<file path="config.mk">
export PLATFORM = sky130hd
export DESIGN_NAME = tcmp_timer
export DESIGN_NICKNAME = d
export VERILOG_FILES = /design/src/rtl/tcmp_pkg.sv /design/src/rtl/tcmp_prescaler.sv /design/src/rtl/tcmp_counter.sv /design/src/rtl/tcmp_compare.sv /design/src/rtl/tcmp_timer.sv
export SDC_FILE = /design/constraint.sdc
export NUM_CORES = 1
export LEC_CHECK = 0
export BUFFER_PORTS_ARGS = -buffer_cell sky130_fd_sc_hd__buf_2
export CAP_MARGIN = 25
export CORE_UTILIZATION = 55
export CTS_CLUSTER_SIZE = 40
export DETAILED_ROUTE_END_ITERATION = 12
export PLACE_DENSITY = 0.85
export SYNTH_ARGS = -nofsm -noshare
export SYNTH_HDL_FRONTEND = slang
export SYNTH_SLANG_ARGS = --single-unit
export TNS_END_PERCENT = 20
</file>
<file path="constraint.sdc">
create_clock -name clk -period 3.04 [get_ports clk]
set_input_delay 0 -clock clk [delete_from_list [all_inputs] [get_ports clk]]
set_output_delay 0 -clock clk [all_outputs]
set_load 0.05 [all_outputs]
</file>
<file path="src/rtl/tcmp_pkg.sv">
package tcmp_pkg;
  localparam int unsigned WORD_W = 32;
  localparam int unsigned CNT_W  = 64;
  localparam int unsigned HI_W   = CNT_W - WORD_W;

  localparam logic [7:0] OFS_CNT_LO = 8'h00;
  localparam logic [7:0] OFS_CNT_HI = 8'h04;
  localparam logic [7:0] OFS_CMP_LO = 8'h08;
  localparam logic [7:0] OFS_CMP_HI = 8'h0C;
  localparam logic [7:0] OFS_CTRL   = 8'h10;
  localparam logic [7:0] OFS_STAT   = 8'h14;

  typedef enum logic [2:0] {
    SEL_CNT_LO,
    SEL_CNT_HI,
    SEL_CMP_LO,
    SEL_CMP_HI,
    SEL_CTRL,
    SEL_STAT,
    SEL_NONE
  } reg_sel_e;

  function automatic reg_sel_e decode_ofs(input logic [7:0] ofs);
    case (ofs)
      OFS_CNT_LO: decode_ofs = SEL_CNT_LO;
      OFS_CNT_HI: decode_ofs = SEL_CNT_HI;
      OFS_CMP_LO: decode_ofs = SEL_CMP_LO;
      OFS_CMP_HI: decode_ofs = SEL_CMP_HI;
      OFS_CTRL:   decode_ofs = SEL_CTRL;
      OFS_STAT:   decode_ofs = SEL_STAT;
      default:    decode_ofs = SEL_NONE;
    endcase
  endfunction
endpackage

</file>
<file path="src/rtl/tcmp_prescaler.sv">
module tcmp_prescaler #(
  parameter int unsigned CLK_HZ  = 100_000_000,
  parameter int unsigned TICK_HZ = 1_000_000
) (
  input  logic clk,
  input  logic rst_n,
  input  logic bypass,
  output logic tick
);
  localparam int unsigned DIV = (CLK_HZ / TICK_HZ > 0) ? CLK_HZ / TICK_HZ : 1;

  generate
    if (DIV <= 1) begin : g_nodiv
      logic unused_in;
      assign unused_in = clk ^ rst_n ^ bypass;
      assign tick = 1'b1;
    end else begin : g_div
      localparam int unsigned CW = $clog2(DIV);
      logic [CW-1:0] div_q;
      logic          wrap;

      assign wrap = (div_q == CW'(DIV - 1));

      always_ff @(posedge clk) begin
        if (!rst_n)    div_q <= '0;
        else if (wrap) div_q <= '0;
        else           div_q <= div_q + CW'(1);
      end

      assign tick = bypass | wrap;
    end
  endgenerate
endmodule

</file>
<file path="src/rtl/tcmp_counter.sv">
module tcmp_counter
  import tcmp_pkg::*;
#(
  parameter logic [CNT_W-1:0] CNT_INIT = '0
) (
  input  logic             clk,
  input  logic             rst_n,
  input  logic             tick,
  input  logic             snap,
  output logic [CNT_W-1:0] cnt,
  output logic [HI_W-1:0]  shadow
);
  logic [CNT_W-1:0] cnt_q;
  logic [HI_W-1:0]  shadow_q;

  // Free-running: no enable other than the tick
  always_ff @(posedge clk) begin
    if (!rst_n)    cnt_q <= CNT_INIT;
    else if (tick) cnt_q <= cnt_q + CNT_W'(1);
  end

  // Capture the upper half at the same edge the lower half is returned
  always_ff @(posedge clk) begin
    if (!rst_n)    shadow_q <= '0;
    else if (snap) shadow_q <= cnt_q[CNT_W-1:WORD_W];
  end

  assign cnt    = cnt_q;
  assign shadow = shadow_q;
endmodule

</file>
<file path="src/rtl/tcmp_compare.sv">
module tcmp_compare
  import tcmp_pkg::*;
(
  input  logic              clk,
  input  logic              rst_n,
  input  logic              tick,
  input  logic [CNT_W-1:0]  cnt,
  input  logic              wr_lo,
  input  logic              wr_hi,
  input  logic              wr_ctrl,
  input  logic              clr,
  input  logic [WORD_W-1:0] wdata,
  output logic [CNT_W-1:0]  cmp_val,
  output logic              en,
  output logic              flag,
  output logic              irq
);
  logic [HI_W-1:0]  hi_stage_q;
  logic [CNT_W-1:0] cmp_q;
  logic             en_q;
  logic             flag_q;
  logic [CNT_W-1:0] cnt_nxt;
  logic             hit;

  assign cnt_nxt = cnt + CNT_W'(1);
  // Judge the value the counter takes at this tick edge
  assign hit = tick & en_q & (cnt_nxt >= cmp_q);

  always_ff @(posedge clk) begin
    if (!rst_n) begin
      hi_stage_q <= '0;
      cmp_q      <= '0;
    end else begin
      if (wr_hi) hi_stage_q <= wdata[HI_W-1:0];
      if (wr_lo) cmp_q      <= {hi_stage_q, wdata};
    end
  end

  always_ff @(posedge clk) begin
    if (!rst_n)                 en_q <= 1'b0;
    else if (wr_ctrl & wdata[1]) en_q <= wdata[0];
  end

  // A new match wins over a same-cycle clear so no event is lost
  always_ff @(posedge clk) begin
    if (!rst_n) flag_q <= 1'b0;
    else        flag_q <= hit | (flag_q & ~clr);
  end

  assign cmp_val = cmp_q;
  assign en      = en_q;
  assign flag    = flag_q;
  assign irq     = flag_q & en_q;
endmodule

</file>
<file path="src/rtl/tcmp_timer.sv">
module tcmp_timer
  import tcmp_pkg::*;
#(
  parameter int unsigned       CLK_HZ   = 100_000_000,
  parameter int unsigned       TICK_HZ  = 1_000_000,
  parameter int unsigned       ADDR_W   = 8,
  parameter logic [63:0]       CNT_INIT = '0
) (
  input  logic              clk,
  input  logic              rst_n,
  input  logic              tick_bypass,
  input  logic              req_valid,
  input  logic              req_write,
  input  logic [ADDR_W-1:0] req_addr,
  input  logic [31:0]       req_wdata,
  output logic              rsp_valid,
  output logic [31:0]       rsp_rdata,
  output logic              irq
);
  logic             tick;
  logic [CNT_W-1:0] cnt_q;
  logic [HI_W-1:0]  shadow_q;
  logic [CNT_W-1:0] cmp_val;
  logic             cmp_en;
  logic             match_flag;
  reg_sel_e         sel;
  logic             rd_req, wr_req;
  logic             snap;
  logic             stat_clear;
  logic [WORD_W-1:0] rd_mux;

  generate
    if (ADDR_W > 8) begin : g_wide
      assign sel = (req_addr[ADDR_W-1:8] == '0) ? decode_ofs(req_addr[7:0]) : SEL_NONE;
    end else begin : g_narrow
      assign sel = decode_ofs(8'(req_addr));
    end
  endgenerate

  assign rd_req     = req_valid & ~req_write;
  assign wr_req     = req_valid & req_write;
  assign snap       = rd_req & (sel == SEL_CNT_LO);
  assign stat_clear = wr_req & (sel == SEL_STAT) & req_wdata[0];

  tcmp_prescaler #(.CLK_HZ(CLK_HZ), .TICK_HZ(TICK_HZ)) u_presc (
    .clk(clk), .rst_n(rst_n), .bypass(tick_bypass), .tick(tick)
  );

  tcmp_counter #(.CNT_INIT(CNT_INIT)) u_cnt (
    .clk(clk), .rst_n(rst_n), .tick(tick), .snap(snap),
    .cnt(cnt_q), .shadow(shadow_q)
  );

  tcmp_compare u_cmp (
    .clk(clk), .rst_n(rst_n), .tick(tick), .cnt(cnt_q),
    .wr_lo(wr_req & (sel == SEL_CMP_LO)),
    .wr_hi(wr_req & (sel == SEL_CMP_HI)),
    .wr_ctrl(wr_req & (sel == SEL_CTRL)),
    .clr(stat_clear), .wdata(req_wdata),
    .cmp_val(cmp_val), .en(cmp_en), .flag(match_flag), .irq(irq)
  );

  always_comb begin
    case (sel)
      SEL_CNT_LO: rd_mux = cnt_q[WORD_W-1:0];
      SEL_CNT_HI: rd_mux = shadow_q;
      SEL_CMP_LO: rd_mux = cmp_val[WORD_W-1:0];
      SEL_CMP_HI: rd_mux = cmp_val[CNT_W-1:WORD_W];
      SEL_CTRL:   rd_mux = {{(WORD_W-1){1'b0}}, cmp_en};
      SEL_STAT:   rd_mux = {{(WORD_W-1){1'b0}}, match_flag};
      default:    rd_mux = '0;
    endcase
  end

  always_ff @(posedge clk) begin
    if (!rst_n) begin
      rsp_valid <= 1'b0;
      rsp_rdata <= '0;
    end else begin
      rsp_valid <= rd_req;
      rsp_rdata <= rd_req ? rd_mux : '0;
    end
  end
endmodule

</file>
# After elaboration in Yosys (flattened, before gate mapping)
# Index checks and enable logic that the tools add are counted.
[totals]
output_inout_bits = 34
in_bits = 45
ff_bits = 234
[classes]
addsub = 2
n_eq_ne = 11
mux = 2
n_lt_le_gt_ge = 1
reduce_logical = 4
bitwise_logic = 18
[op_table]
columns = ["cell", "count"]
rows = [
  ["one-hot mux 32 bit (6 select lines)", 1],
  ["adder 64 x 1 -> 64 bit, second input constant", 1],
  [">= comparator 64 bit", 1],
  ["one-hot mux 3 bit (6 select lines)", 1],
  ["== test 8 x 4 -> 1 bit, second input constant", 2],
  ["== test 8 x 5 -> 1 bit, second input constant", 2],
  ["bitwise AND 1 bit", 13],
  ["== test 8 x 3 -> 1 bit, second input constant", 1],
  ["zero test 8 bit", 1],
  ["adder 7 x 1 -> 7 bit, second input constant", 1],
  ["== test 7 bit, second input constant", 1],
  ["== test 3 x 2 -> 1 bit, second input constant", 2],
  ["== test 3 bit, second input constant", 2],
  ["== test 3 x 1 -> 1 bit, second input constant", 1],
  ["zero test 3 bit", 1],
  ["NOT 1 bit", 3],
  ["OR 1 bit", 2],
  ["AND reduction 2 bit", 1],
  ["OR reduction 2 bit", 1],
]

# Longest topological paths before layout
[logic_depth]
ltp_word = 8
mapped_depth = 17
ltp_nobuf = 15

# By module
# From an unflattened synthesis, not the netlist that was laid out.
[unflattened]
cells_unflattened = 1500
hier_area_um2 = 13122.6
[by_module_without_submodules]
columns = ["mod", "instances", "cells_each", "seq_area_each_um2", "area_per_inst_um2"]
rows = [
  ["tcmp_compare", 1, 731, 1961.9, 6528.8],
  ["tcmp_counter", 1, 488, 1921.8, 4352.9],
  ["tcmp_timer", 1, 248, 660.6, 1933.1],
  ["tcmp_prescaler", 1, 33, 140.1, 307.8],
]

# Worst setup path after synthesis
# Ideal clock, no wire load.
[synth_path]
kind = "register -> register"
start = "register u_cnt.cnt_q[22], in the netlist u_cnt.cnt[22]"
end = "register u_cmp.flag_q, in the netlist u_cmp.flag"
path_stages_with_launch = 15
slack_ns = -0.267
arrival_time_ns = 3.178
path_cell_list = "dfxtp_1 > buf_2 > nand4_2 > or3_4 > nor4_4 > nand2_1 > nor3_1 > xor2_1 > ha_1 > a21o_1 > a21o_1 > a21oi_1 > o21ai_0 > a2111oi_0 > o21ai_0"
[synth_between]
elab_chain_len = 4
[synth_rtl]
columns = ["element", "line", "text"]
rows = [
  ["from (decl)", "tcmp_counter.sv:13", "logic [CNT_W-1:0] cnt_q;"],
  ["from (signal assigned)", "tcmp_counter.sv:19", "else if (tick) cnt_q <= cnt_q + CNT_W'(1);"],
  ["adder 64 x 1 -> 64 bit", "tcmp_compare.sv:25", "assign cnt_nxt = cnt + CNT_W'(1);"],
  ["named net u_cmp.cnt_nxt[61]", "tcmp_compare.sv:22", "logic [CNT_W-1:0] cnt_nxt;"],
  [">= comparator 64 bit", "tcmp_compare.sv:27", "assign hit = tick & en_q & (cnt_nxt >= cmp_q);"],
  ["bitwise AND 1 bit", "tcmp_compare.sv:27", ""],
  ["OR 1 bit", "tcmp_compare.sv:47", "else flag_q <= hit | (flag_q & ~clr);"],
  ["to (signal assigned)", "tcmp_compare.sv:47", ""],
  ["to (decl)", "tcmp_compare.sv:21", "logic flag_q;"],
]
# The timed path passes the listed nets, and every way through them passes these cells.
# A chain may end at the register's enable or synchronous reset.

# Worst setup path in the final report
[layout_path]
start = "register u_cnt.cnt_q[8], in the netlist u_cnt.cnt[8]"
end = "register u_cmp.flag_q, in the netlist u_cmp.flag"
# The elaborated chain is that of the path after synthesis.

==> key figures <==
Run status
  – Outcome: finished with violations
  – Failing checks: setup timing

Global route
  – Initial antenna violation count: 0
  – Global-route wire length before repair: roughly 55 mm
  – Largest net degree at the start of global routing: ~110
  – Grt ovf: 0
  – Total global-route track usage: 29.9%
  – Vias in the first global route: ~11000

Placed design
  – Pre-CTS setup slack: -302 ps
  – Post-DP Area: between 10000 and 15000 um2
  – Gpl congestion: approximately 0.9
  – Detailed Place HPWL: 23.7 mm
  – Port Buf Inserts: 78

Yosys
  – Most common cell in the netlist: nand2_1
  – Post-synthesis simple-gate area fraction: between 20% and 30%
  – Post-synth top area cell: dfxtp_1
  – Synth top cells by count: nand2_1 (290), dfxtp_1 (234), a21boi_0 (96), inv_1 (72), ha_1 (67)
  – Seq/Total Area, Yosys: between 30% and 40%
  – Post-Synthesis Cells: ~1500
  – Syn_nets: approximately 1600
  – Syn Std Cell Area: 12300 um2
  – Post-synthesis xor/xnor area fraction: 8.31%
  – Compound-Gate Fraction of Synth Area: ~14%
  – Count of cell types in the netlist: 60
  – Syn. warnings: 0
  – Largest family of logic cells by synthesized area: simple AND/OR/NAND/NOR gates
  – Synth Flop Type: dfxtp_1
  – Post-Synth Adder-Cell Area: under 10%
  – Synth area leaders: dfxtp_1 (38%), nand2_1 (8.8%), ha_1 (6.8%)
  – Avg Inst Size Synth: roughly 8.4 um2
  – Mux cell area share after synthesis: under 10%
  – EDFF count, synth: 0
  – Share of the synthesized area in the top cell type: 38.0%
  – Share of flip-flops with an asynchronous set or reset: 0%
  – FF+latch count, synth: 234

STA
  – Fin Clk Skew: between 6 and 7 ps
  – Final worst slack: -216 ps
  – Max-slew violations: 0
  – Worst hold slack: 35.7 ps
  – Final Hold Fails: 0
  – Rel. slew slack: about three fifths
  – Final-report setup violation count: 1
  – Least-Margin Pin Slew: ~600 ps
  – Setup Total Neg Slack: -216 ps
  – Final worst path period share: 107%
  – RSZ-0062 raised after global routing: yes
  – Tmin final: roughly 3300 ps
  – Highest Clock Rate: roughly 300 MHz

Die
  – Top-level port count: 79
  – Core Rows: 54
  – Chip Height: about 150 um
  – Die Wd: roughly 150 um
  – Core area: ~22000 um2
  – Initial Utilization: between 50% and 60%
  – Die ar.: approximately 23000 um2

Routing
  – DRT antenna net count: 0
  – DR iter-0 viols: between 800 and 900
  – Wirelength per Cell: 17.7 um
  – Via/cell ratio: 5.82
  – Vias: ~11000
  – Routed wire length: around 34 mm
  – DRT Pass-1 Iters: 6
  – Remaining DRCs: 0

Clocking
  – TritonCTS buffer count: 25
  – CTS clk-pin slew, worst paths: around 60 ps
  – Clk buf depth: 3
  – # H-tree levels: 1
  – Clk_lat worst skew: ~520 ps
  – CTS tree: yes
  – CTS root buffer: clkbuf_16
  – Clock sinks: roughly 230

Finish
  – Antenna diodes: 0
  – Area grow syn2layout: 21.8%
  – Layout cell share with drive strength beyond 1: between 10% and 20%
  – Fin area: 15000 um2
  – Fill cells: 1598
  – Final nets: 1753

Worst setup path
  – Worst Path Required: approximately 3500 ps
  – Worst setup SP type: flip-flop
  – CP Max Fanout: 4
  – Crit path capture type: flip-flop
  – Worst EP arrival: roughly 3700 ps
  – CP Class: flip-flop to flip-flop

Worst hold path
  – Worst min path class: input pin to flip-flop

Flow run
  – Max Cap Violations: 0

Power
  – Peak VDD IR: about 0.44 mV
  – Cell Pwr Density: between 400 and 500 nW/um2
  – Leakage power figure: slightly below 6 nW
  – Total chip power: just over 6 mW
-- critical path, cell delays in order, from the launching register on --
cell and delay (ps):
dfxtp_1 400, and4_4 250, and3_1 210, nand4_2 140, or3_1 460, nor2_1 150, xor2_1 80, ha_1 300
nand4_1 140, or2_2 400, nor3_2 200, nor3_1 80, o31a_1 290, o21ai_1 70
-- registers in the layout, indices dropped and copies added (netlist names) --
register and cells:
rsp_rdata 32, rsp_valid 1, u_cmp.cmp_val 64, u_cmp.en 1, u_cmp.flag 1, u_cmp.hi_stage_q 32
u_cnt.cnt 64, u_cnt.shadow 32, u_presc.g_div.div_q 7
-- worst paths after layout --
path	cells past startpoint	start	slack [ps]	endpoint
worst max register to register	13	u_cnt.cnt[8]	-220	u_cmp.flag
worst min register to register	1	u_presc.g_div.div_q[0]	450	u_presc.g_div.div_q[0]
worst min-delay path	4	req_addr[3]	40	rsp_rdata[0]
worst max-delay path	13	u_cnt.cnt[8]	-220	u_cmp.flag
-- kinds of logic (layout without fill, tap and decap cells) --
kind of cell / after synthesis / in the layout
xor gates and xnor gates: 117 / 117
adders and majority gates: 67 / 67
buffers and inverters: 170 / 358
AOI/OAI and AO/OA: 245 / 245
DFF: 234 / 234
muxes: 34 / 34
and+or+nand+nor: 601 / 601
-- layout make-up --
| type | instances | area [um2] | area share, % |
|---|---|---|---|
| Multi-Input combinational cell | 1064 | 7140 | 47.5 |
| Sequential cell | 234 | 4700 | 31.3 |
| Timing Repair Buffer | 244 | 1810 | 12.1 |
| Clock buffer | 31 | 658 | 4.38 |
| Tap cell | 280 | 350 | 2.33 |
| Inverter | 72 | 270 | 1.80 |
| Clock inverter | 11 | 92.6 | 0.616 |
-- through the flow --
| step | utilization [%] | cells |
|---|---|---|
| global placement | 62.8 | 1851 |
| finish | 68.6 | 1936 |
| detailed placement | 62.8 | 1851 |
| floorplan | - | 1468 |
| CTS | 68.3 | 1934 |
| global route | 68.6 | 1936 |
-- layer usage --
layer	wire length [um]	track usage (%)	part of all wire [%]	up-vias
li1	-	-	-	5322
met1	14000	36.1	41	5349
met2	16400	51.5	48	470
met3	2250	4.25	6.6	121
met4	1530	15.1	4.5	0
met5	0	0	0	-
-- where the power goes --
part | switching, mW | internal (mW) | leakage, nW | total [mW]
Clock | 1.23 | 1.62 | 0.368 | 2.85
Combinational | 0.117 | 0.114 | 3.60 | 0.231
Sequential | 0.00613 | 3.07 | 1.89 | 3.08
Total | 1.35 | 4.80 | 5.86 | 6.16
-- layout by cell type, fill, tap and decap left out, types with 45 or more instances in the layout --
| cell type | Yosys | final |
|---|---|---|
| nor2_1 | 46 | 45 |
| nand2_1 | 290 | 288 |
| xor2_1 | 51 | 51 |
| inv_1 | 72 | 72 |
| and2_1 | 49 | 48 |
| a21boi_0 | 96 | 96 |
| dfxtp_1 | 234 | 222 |
| xnor2_1 | 66 | 66 |
| buf_4 | 3 | 121 |
| ha_1 | 67 | 66 |
| a21oi_1 | 56 | 54 |
| buf_2 | 29 | 77 |
-- repair_timing --
action | CTS | global route
gates cloned | 0 | 0
resized for setup | 10 | 14
endpoints found under the setup margin | 1 | 1
endpoints found under the hold margin | 100 | 0
setup buffers | 0 | 2
pin swaps | 3 | 1
hold buffers | 41 | 0
(Power assumes the default switching activity.)
